==> config.mk <==
export PLATFORM = sky130hd
export DESIGN_NAME = uart_fifo_pair
export DESIGN_NICKNAME = d
export VERILOG_FILES = /design/src/rtl/uart_fifo_pkg.sv /design/src/rtl/uart_fifo_cfg.sv /design/src/rtl/uart_fifo_core.sv /design/src/rtl/uart_fifo_pair.sv
export SDC_FILE = /design/constraint.sdc
export NUM_CORES = 1
export LEC_CHECK = 0
export ABC_AREA = 1
export BUFFER_PORTS_ARGS = -buffer_cell sky130_fd_sc_hd__clkbuf_2
export CORE_ASPECT_RATIO = 1.4
export CORE_MARGIN = 5
export CORE_UTILIZATION = 35
export CTS_CLUSTER_SIZE = 8
export DETAILED_ROUTE_END_ITERATION = 10
export HOLD_SLACK_MARGIN = 0.08
export MAX_ROUTING_LAYER = met4
export PLACE_DENSITY = 0.56
export REMOVE_ABC_BUFFERS = 1
export SYNTH_ARGS = -nofsm -noshare
export SYNTH_HDL_FRONTEND = slang
export SYNTH_SLANG_ARGS = --single-unit
==> constraint.sdc <==
create_clock -name clk -period 2.4 [get_ports clk]
set_clock_uncertainty 0.05 [all_clocks]
set_input_delay 0.24 -clock clk [delete_from_list [all_inputs] [get_ports clk]]
set_output_delay 0.24 -clock clk [all_outputs]
set_load 0.005 [all_outputs]
==> src/rtl/uart_fifo_pkg.sv <==
package uart_fifo_pkg;
    localparam int BYTE_W  = 8;
    localparam int LVL_W   = 6;
    localparam int Q_DEPTH = 16;

    // enable and trigger level held for one queue
    typedef struct packed {
        logic [LVL_W-1:0] trig;
        logic             en;
    } qcfg_t;

    // control word readback: trigger in 13:8, enable in 0, flush always 0
    function automatic logic [31:0] ctrl_word(qcfg_t c);
        logic [31:0] w;
        w        = '0;
        w[0]     = c.en;
        w[13:8]  = c.trig;
        return w;
    endfunction

    // status: rx fill 5:0, tx fill 13:8, tx free 29:24
    function automatic logic [31:0] pack_status(logic [LVL_W-1:0] rx_fill,
                                                logic [LVL_W-1:0] tx_fill,
                                                logic [LVL_W-1:0] tx_free);
        logic [31:0] w;
        w        = '0;
        w[5:0]   = rx_fill;
        w[13:8]  = tx_fill;
        w[29:24] = tx_free;
        return w;
    endfunction
endpackage

==> src/rtl/uart_fifo_cfg.sv <==
module uart_fifo_cfg
    import uart_fifo_pkg::*;
(
    input  logic             clk,
    input  logic             rst,
    input  logic             we,
    input  logic             en_in,
    input  logic             flush_in,
    input  logic [LVL_W-1:0] trig_in,
    output qcfg_t            cfg,
    output logic             flush
);
    always_ff @(posedge clk) begin
        if (rst) begin
            cfg <= '0;
        end else if (we) begin
            cfg.en   <= en_in;
            cfg.trig <= trig_in;
        end
    end

    // flush is never stored: it acts at the edge of the write
    assign flush = we & flush_in;
endmodule

==> src/rtl/uart_fifo_core.sv <==
module uart_fifo_core #(
    parameter int DEPTH = 16,
    parameter int DW    = 8,
    parameter int LW    = 6
) (
    input  logic          clk,
    input  logic          rst,
    input  logic          en,
    input  logic          flush,
    input  logic          push,
    input  logic [DW-1:0] push_data,
    input  logic          pop,
    output logic [DW-1:0] head,
    output logic [LW-1:0] level,
    output logic          drop
);
    localparam int PTR_W = (DEPTH > 1) ? $clog2(DEPTH) : 1;
    localparam logic [LW-1:0]    FULL_LVL = LW'(DEPTH);
    localparam logic [PTR_W-1:0] LAST_PTR = PTR_W'(DEPTH - 1);

    logic [DW-1:0]    mem [DEPTH];
    logic [PTR_W-1:0] wr_ptr, rd_ptr;
    logic             full, empty, do_push, do_pop;

    assign full    = (level == FULL_LVL);
    assign empty   = (level == '0);
    assign do_push = en & push & ~full & ~flush;
    assign do_pop  = en & pop & ~empty & ~flush;
    assign drop    = en & push & full & ~flush;
    assign head    = empty ? '0 : mem[rd_ptr];

    always_ff @(posedge clk) begin
        if (do_push) mem[wr_ptr] <= push_data;
    end

    always_ff @(posedge clk) begin
        if (rst || flush) begin
            wr_ptr <= '0;
            rd_ptr <= '0;
            level  <= '0;
        end else begin
            if (do_push) wr_ptr <= (wr_ptr == LAST_PTR) ? '0 : wr_ptr + 1'b1;
            if (do_pop)  rd_ptr <= (rd_ptr == LAST_PTR) ? '0 : rd_ptr + 1'b1;
            case ({do_push, do_pop})
                2'b10:   level <= level + 1'b1;
                2'b01:   level <= level - 1'b1;
                default: level <= level;
            endcase
        end
    end

    // flush empties the queue at its edge
    a_r3_flush_empties: assert property (@(posedge clk) disable iff (rst)
        flush |=> (level == '0));
    // a push into a full queue with no pop leaves it full
    a_r6_full_holds: assert property (@(posedge clk) disable iff (rst)
        (en && push && full && !pop && !flush) |=> (level == FULL_LVL));
    // popping an empty queue keeps it empty
    a_r9_empty_pop: assert property (@(posedge clk) disable iff (rst)
        (en && pop && empty && !push && !flush) |=> (level == '0));
    // a disabled queue keeps its level
    a_r11_disabled_stable: assert property (@(posedge clk) disable iff (rst)
        (!en && !flush) |=> $stable(level));
    // level never exceeds depth
    a_r4_level_bound: assert property (@(posedge clk) disable iff (rst)
        level <= FULL_LVL);
endmodule

==> src/rtl/uart_fifo_pair.sv <==
module uart_fifo_pair
    import uart_fifo_pkg::*;
(
    input  logic        clk,
    input  logic        rst,
    input  logic        cfg_we,
    input  logic        cfg_sel,
    input  logic [31:0] cfg_wdata,
    output logic [31:0] tx_ctrl,
    output logic [31:0] rx_ctrl,
    output logic [31:0] status,
    input  logic        txd_we,
    input  logic [7:0]  txd_wdata,
    input  logic        rxd_re,
    output logic [7:0]  rx_rdata,
    output logic        tx_pop_valid,
    input  logic        tx_pop_ready,
    output logic [7:0]  tx_pop_data,
    input  logic        rx_push_valid,
    input  logic [7:0]  rx_push_data,
    output logic        rx_overrun,
    output logic        tx_irq,
    output logic        rx_irq
);
    localparam int N_Q = 2;
    localparam int QTX = 0;
    localparam int QRX = 1;
    localparam logic [LVL_W-1:0] DEPTH_LVL = LVL_W'(Q_DEPTH);

    qcfg_t              qcfg   [N_Q];
    logic               qflush [N_Q];
    logic               qpush  [N_Q];
    logic               qpop   [N_Q];
    logic [BYTE_W-1:0]  qdin   [N_Q];
    logic [BYTE_W-1:0]  qhead  [N_Q];
    logic [LVL_W-1:0]   qlvl   [N_Q];
    logic               qdrop  [N_Q];
    logic [LVL_W-1:0]   tx_free;
    logic               unused_cfg_bits;

    assign unused_cfg_bits = ^{cfg_wdata[31:14], cfg_wdata[7:2]};

    assign qpush[QTX] = txd_we;
    assign qdin[QTX]  = txd_wdata;
    assign qpop[QTX]  = tx_pop_ready;
    assign qpush[QRX] = rx_push_valid;
    assign qdin[QRX]  = rx_push_data;
    assign qpop[QRX]  = rxd_re;

    for (genvar q = 0; q < N_Q; q++) begin : g_q
        uart_fifo_cfg u_cfg (
            .clk      (clk),
            .rst      (rst),
            .we       (cfg_we && (cfg_sel == q[0])),
            .en_in    (cfg_wdata[0]),
            .flush_in (cfg_wdata[1]),
            .trig_in  (cfg_wdata[13:8]),
            .cfg      (qcfg[q]),
            .flush    (qflush[q])
        );
        uart_fifo_core #(.DEPTH(Q_DEPTH), .DW(BYTE_W), .LW(LVL_W)) u_core (
            .clk       (clk),
            .rst       (rst),
            .en        (qcfg[q].en),
            .flush     (qflush[q]),
            .push      (qpush[q]),
            .push_data (qdin[q]),
            .pop       (qpop[q]),
            .head      (qhead[q]),
            .level     (qlvl[q]),
            .drop      (qdrop[q])
        );
    end

    assign tx_free      = DEPTH_LVL - qlvl[QTX];
    assign status       = pack_status(qlvl[QRX], qlvl[QTX], tx_free);
    assign tx_ctrl      = ctrl_word(qcfg[QTX]);
    assign rx_ctrl      = ctrl_word(qcfg[QRX]);
    assign tx_pop_valid = qcfg[QTX].en && (qlvl[QTX] != '0);
    assign tx_pop_data  = qhead[QTX];
    assign rx_rdata     = qhead[QRX];
    assign rx_irq       = qcfg[QRX].en && (qlvl[QRX] >= qcfg[QRX].trig);
    assign tx_irq       = qcfg[QTX].en && (qlvl[QTX] <= qcfg[QTX].trig);

    always_ff @(posedge clk) begin
        if (rst) rx_overrun <= 1'b0;
        else     rx_overrun <= qdrop[QRX];
    end

    // free and fill fields always sum to the depth
    a_r4_free_plus_fill: assert property (@(posedge clk) disable iff (rst)
        ({2'b00, status[29:24]} + {2'b00, status[13:8]}) == 8'(Q_DEPTH));
    // an overrun pulse follows a receive push
    a_r8_overrun_cause: assert property (@(posedge clk) disable iff (rst)
        rx_overrun |-> $past(rx_push_valid));
    // the pulse lasts one cycle unless pushes keep overflowing
    a_r8_overrun_pulse: assert property (@(posedge clk) disable iff (rst)
        (rx_overrun && !rx_push_valid) |=> !rx_overrun);
    // nothing offered from an empty transmit queue
    a_r5_valid_nonempty: assert property (@(posedge clk) disable iff (rst)
        tx_pop_valid |-> (status[13:8] != 6'd0));
    // flush never reads back
    a_r2_flush_reads_zero: assert property (@(posedge clk) disable iff (rst)
        !tx_ctrl[1] && !rx_ctrl[1]);
    // requests quiet while the queue is disabled
    a_r11_irq_gated: assert property (@(posedge clk) disable iff (rst)
        (!tx_ctrl[0] |-> !tx_irq) and (!rx_ctrl[0] |-> !rx_irq));
endmodule

---- After elaboration in Yosys (flattened, before gate mapping) ----
Memories as Yosys holds them, arrays and structs flattened. A register that Yosys moved wholly into a read port is not among the register bits.
Index checks and enable logic that the tools add are counted.
storage, ports and cells
  register bits ........................... 43
  RAM bits ................................ 256
  bits of input ports ..................... 56
  memories kept ........................... 2
  output and inout port bits .............. 116
  logic and storage cells ................. 85
memories
  memory             words  width  rd ports  clocked after memory_dff  wr ports  line                  RTL
  g_q[0].u_core.mem  16     8      1         1                         1         uart_fifo_core.sv:21  logic [DW-1:0] mem [DEPTH];
  g_q[1].u_core.mem  16     8      1         1                         1         uart_fifo_core.sv:21
operators by class
  equality and inequality tests ........... 10
  $lt $le $gt $ge ......................... 2
  reductions and logical operators ........ 12
  mux-type cells .......................... 16
  add/subtract/negate cells ............... 9
  bitwise gates (word level) .............. 23
operators with widths
  kind                                              number
  2-to-1 mux 4 bit                                  8
  one-hot mux 6 bit (2 select lines)                2
  adder 4 x 1 -> 4 bit, second input constant       4
  bitwise AND 1 bit                                 16
  == test 4 bit, second input constant              4
  2-to-1 mux 8 bit                                  2
  adder 6 x 1 -> 6 bit, second input constant       2
  == test 6 x 5 -> 1 bit, second input constant     2
  logical NOT 6 bit                                 2
  subtractor 6 x 1 -> 6 bit, second input constant  2
  NOT 1 bit                                         7
  greater-or-equal comparator 6 bit                 1
  less-or-equal comparator 6 bit                    1
  nonzero test 6 bit                                1
  subtractor 5 x 6 -> 6 bit, first input constant   1
  logical AND 1 bit                                 5
  == test 2 x 1 -> 1 bit, second input constant     2
  == test 2 bit, second input constant              2
  2-to-1 mux 1 bit                                  4
  nonzero test 2 bit                                2
  logical OR 1 bit                                  2

---- Depth between registers and ports, before layout ----
  word-level depth ........................ 7
  gate-level depth with buffers ........... 18
  gate-level depth less buffers ........... 17

---- Cells and area by module ----
A second synthesis with hierarchy kept.
unflattened totals
  cell total of the unflattened synthesis .. 1420
  area, all modules ....................... 14153.6 µm²
by module, submodules not included
  module                           times used  sequential area each (µm²)  area each (µm²)  cells each
  uart_fifo_core at g_q[0].u_core  1           4204.0                      6304.8           592
  uart_fifo_core at g_q[1].u_core  1           4204.0                      6298.5           591
  uart_fifo_pair                   1           20.0                        962.2            145
  uart_fifo_cfg                    2           140.1                       294.0            46

---- Worst setup path after synthesis ----
Ideal clock, no wire load.
  kind .................................... reg-to-reg
  start point ............................. register g_q[0].u_core.level[1]
  end point ............................... register g_q[0].u_core.level[5]
  arrival time ............................ 2.247 ns
  setup time .............................. 0.109 ns
  clock period less this slack ............ 2.405 ns
  data required time ...................... 2.241 ns
  cell stages (with the launch flop) ...... 16
  path slack .............................. -0.005 ns
  path buffers ............................ 1
  cells stage by stage .................... dfxtp_1 -> inv_1 -> ha_1 -> nand2_4 -> nor2_8 -> nor2_8 -> ha_1 -> clkbuf_2 -> xor2_1 -> nand4_1 -> nand3_2 -> nand2_2 -> nand3_1 -> nand3_1 -> nand2_1 -> inv_1
on the way
  longest elaborated chain between the ends .. 6
  elaborated cells on any way between the ends .. 14
  classes of those cells .................. add/sub: 2; eq/ne: 3; mux: 1; bitwise: 6; reduce/logical: 2
ends and longest elaborated chain
  item                                                                      line                  RTL
  start, declared                                                           uart_fifo_core.sv:14  output logic [LW-1:0] level,
  start signal, assigned                                                    uart_fifo_core.sv:45  2'b10: level <= level + 1'b1;
  start signal, assigned                                                    uart_fifo_core.sv:46  2'b01: level <= level - 1'b1;
  start signal, assigned                                                    uart_fifo_core.sv:47  default: level <= level;
  logical NOT 6 bit (*)                                                     uart_fifo_core.sv:26  assign empty = (level == '0);
  NOT 1 bit (*)                                                             uart_fifo_core.sv:28  assign do_pop = en & pop & ~empty & ~flush;
  bitwise AND 1 bit (*) (2 in series)                                       uart_fifo_core.sv:28
  via g_q[0].u_core.do_pop                                                  uart_fifo_core.sv:23  logic full, empty, do_push, do_pop;
  == test 2 x 1 -> 1 bit or == test 2 bit (tied branches)                   uart_fifo_core.sv:44  case ({do_push, do_pop})
  one-hot mux 6 bit (2 select lines) or nonzero test 2 bit (tied branches)  --
The timed path passes the listed nets; every way through them passes the cells marked *.
A chain may end at the register's enable or synchronous reset.

==> flow_metrics.py <==
metrics = {
    "status": {
        "status": "finished, final reports clean",
    },
    "job": {
        "cap_violations": 0,
    },
    "sta": {
        "setup_viol": 0,
        "final_hold_viol_count": 0,
        "whs_ns": 0.120,
        "fin_crit_sh": 0.973,
        "final_max_slew_viol_count": 0,
        "finalCriticalPeriod_ns": 2.33,
        "max_freq_mhz": 428,
        "setup_tns_ns": 0,
    },
    "detailed_routing": {
        "routed_via_density": 4.81,
        "drc_errors": 0,
        "totalWireLength_microns": 33800,
        "routedWlPerCell_microns": 17.5,
        "dr.first_iter.drc_count": 568,
        "dr_total_vias": 9288,
        "drt_first_pass_iters": 5,
        "ant_nets": 0,
    },
    "synthesis": {
        "async_flop_share": 0,
        "yosysMostFrequentCell": "edfxtp_1",
        "synthFlopType": "edfxtp_1",
        "synth_simple_gate_area_frac": 0.119,
        "synth_commonest_cells": "edfxtp_1 (256), nor2_1 (215), o21ai_0 (164)",
        "yosysTopAreaCell": "edfxtp_1",
        "synth_top_area_frac": 0.567,
        "synth.cell_area_sq_mm": 0.0136,
        "postSynthAreaPerCell_sq_um": 11.3,
        "synth_cells": 1197,
        "synth_xor_area_frac": 0.0134,
        "synth_top_family_by_area": "compound AO/OA/AOI/OAI gates",
        "ys_ff_latch": 307,
        "yosys_warnings": 0,
        "synthMuxAreaShare": 0,
        "ys_seq_area_frac": 0.642,
        "synth_edf_count": 256,
        "synth_compound_area_frac": 0.126,
        "synthAdderAreaFrac": 0.0249,
        "synth.area.top_cells": "edfxtp_1 (57%), dfxtp_1 (7.5%), o21ai_0 (6.1%)",
        "synthDistinctLibCells": 39,
    },
    "setup_path": {
        "cp-start-kind": "flop",
        "crit_type": "reg2out",
        "arrival_ns": 2.04,
        "reg2regPathDepth": 14,
        "crit_chain": "buf_12 -> clkbuf_16 -> nor2_1 -> o221ai_1 -> nand3_1 -> a21oi_1 -> clkbuf_2",
        "end_kind": "primary output",
        "worstPathRequired_ns": 2.11,
        "cpPeakStageDelay_ns": 0.41,
        "cp_slowest_cell": "dfxtp_4",
        "r2r_slack_ns": 0.20,
        "cp_max_fo": 23,
    },
    "floorplan": {
        "dieArea_sq_mm": 0.0428,
        "num_rows": 85,
        "coreArea_sq_mm": 0.0384,
        "start_util": 0.353,
        "die_x_microns": 176,
        "die_height_microns": 243,
        "pin_count": 172,
    },
    "layout": {
        "fillers": 3645,
        "antenna_cells": 0,
        "fin_cells": 1931,
        "area_delta_synth_final_pct": 24.1,
        "drive_gt1_frac": 0.221,
        "fin_nets": 1464,
    },
    "clock_tree": {
        "htree_levels": 2,
        "clockBufferDepth": 3,
        "path_clk_slew_ns": 0.05,
        "clkSinkCount": 307,
        "cts_root_buffer": "clkbuf_16",
        "cts-buffers-inserted": 44,
        "clk_latency_ns": 0.54,
        "cts_tree": "built",
    },
    "power_and_ir_drop": {
        "p_leak_nw": 6.33,
        "ir_worst_vdd_v": 0.000540,
        "power_density_mw_per_mm2": 741,
    },
    "global_routing": {
        "grt_pass1_vias": 9180,
        "grt_max_degree": 47,
        "grt_pass1_wl_microns": 50700,
        "overflow": 0,
        "grt_usage": 0.154,
        "antenna_found_initial": 0,
    },
    "worst_hold_path": {
        "holdCritPathClass": "in2reg",
        "min_path_cells": 1,
    },
    "placed_design": {
        "place.gp.congestion": 0.838,
        "port_buffers": 83,
        "dpl.hpwl_microns": 22100,
        "dp_cells": 1817,
    },
}
[sequential cells by signal, summed over array words and instances (netlist names), named ones only]
name	count
rx_overrun	1
g_q.u_cfg.cfg	14
g_q.u_core.wr_ptr	8
g_q.u_core.rd_ptr	8
g_q.u_core.level	12
g_q.u_core.mem	256
[timing repair]
item,CTS,global route
hold buffers,13,0
endpoints found under the hold margin,81,0
gates cloned,2,6
pin swaps,7,26
gates resized for setup,36,72
buffers inserted,3,18
setup endpoints to repair,17,26
[final cells by class]
class / instances / area [sq um] / area share
flip-flops and latches: 307 / 8730 / 0.519
clock buffers: 70 / 1220 / 0.0725
multi-input cells: 760 / 4260 / 0.253
well taps: 522 / 653 / 0.0388
clock inverters: 4 / 48.8 / 0.00290
repair buffers: 197 / 1620 / 0.0964
inverters: 71 / 289 / 0.0172
[report_power, final]
group	switching (mW)	total [mW]	internal [mW]
Sequential	0.0344	5.85	5.82
Combinational	0.570	0.935	0.365
Clock	2.22	5.68	3.47
Total	2.82	12.5	9.65
[critical path: cells and delay by family (launching register included)]
family	cells	cell delay, ns
DFF	1	0.41
AOI/OAI and AO/OA	2	0.48
buffers and inverters	3	0.43
and+or+nand+nor	2	0.19
[cell families after synthesis]
family	Yosys count
fa+ha+maj	27
buf+inv	193
simple gates	358
other cells	1
flops	307
compound gates	292
xor+xnor	19
[final timing paths]
path | from | endpoint
min | rx_push_data[1] | g_q[1].u_core.mem[5][1]
max reg2reg | g_q[0].u_core.level[0] | g_q[0].u_core.level[4]
max | flop | rx_rdata[4]
min reg2reg | g_q[1].u_cfg.cfg[2] | g_q[1].u_cfg.cfg[2]
[cell usage in the layout, fill, tap and decap left out, types with 7 or more instances in the layout]
cell type and count:
a21oi_1 41, a21oi_2 7, buf_12 13, buf_4 73
buf_6 7, clkbuf_1 25, clkbuf_16 49, clkbuf_2 80
conb_1 64, dfxtp_1 44, dlygate4sd3_1 13, edfxtp_1 256
ha_1 22, inv_1 59, inv_2 7, nand2_1 60
nand3_1 42, nand3_2 11, nor2_1 213, nor3_1 8
o21ai_0 138, o21ai_1 28, o221ai_1 36, o221ai_2 10
o22ai_1 14, xor2_1 10
[per-stage QoR]
stage | power (mW) | utilization | instance area (sq um) | setup WS (ns)
final | 12.5 | 0.438 | 16800 | 0.0651
after global routing | 13.0 | 0.438 | 16800 | -0.0356
after CTS | 12.6 | 0.425 | 16300 | -0.00411
after detailed placement | 6.76 | 0.384 | 14800 | 0.0656
after global placement | 6.75 | 0.384 | 14800 | 0.106
after floorplan | 6.38 | - | 13100 | -1.10
[metal layers]
layer | vias to the layer above | routed length, microns | GRT usage | part of all wire
met5 | - | 0 | - | 0
met4 | 0 | 1030 | 0.0544 | 0.030
met3 | 67 | 1370 | 0.0241 | 0.041
met2 | 213 | 18200 | 0.279 | 0.54
met1 | 4491 | 13200 | 0.170 | 0.39
li1 | 4517 | - | - | -
No activity file was read; power rests on OpenSTA's default activity.
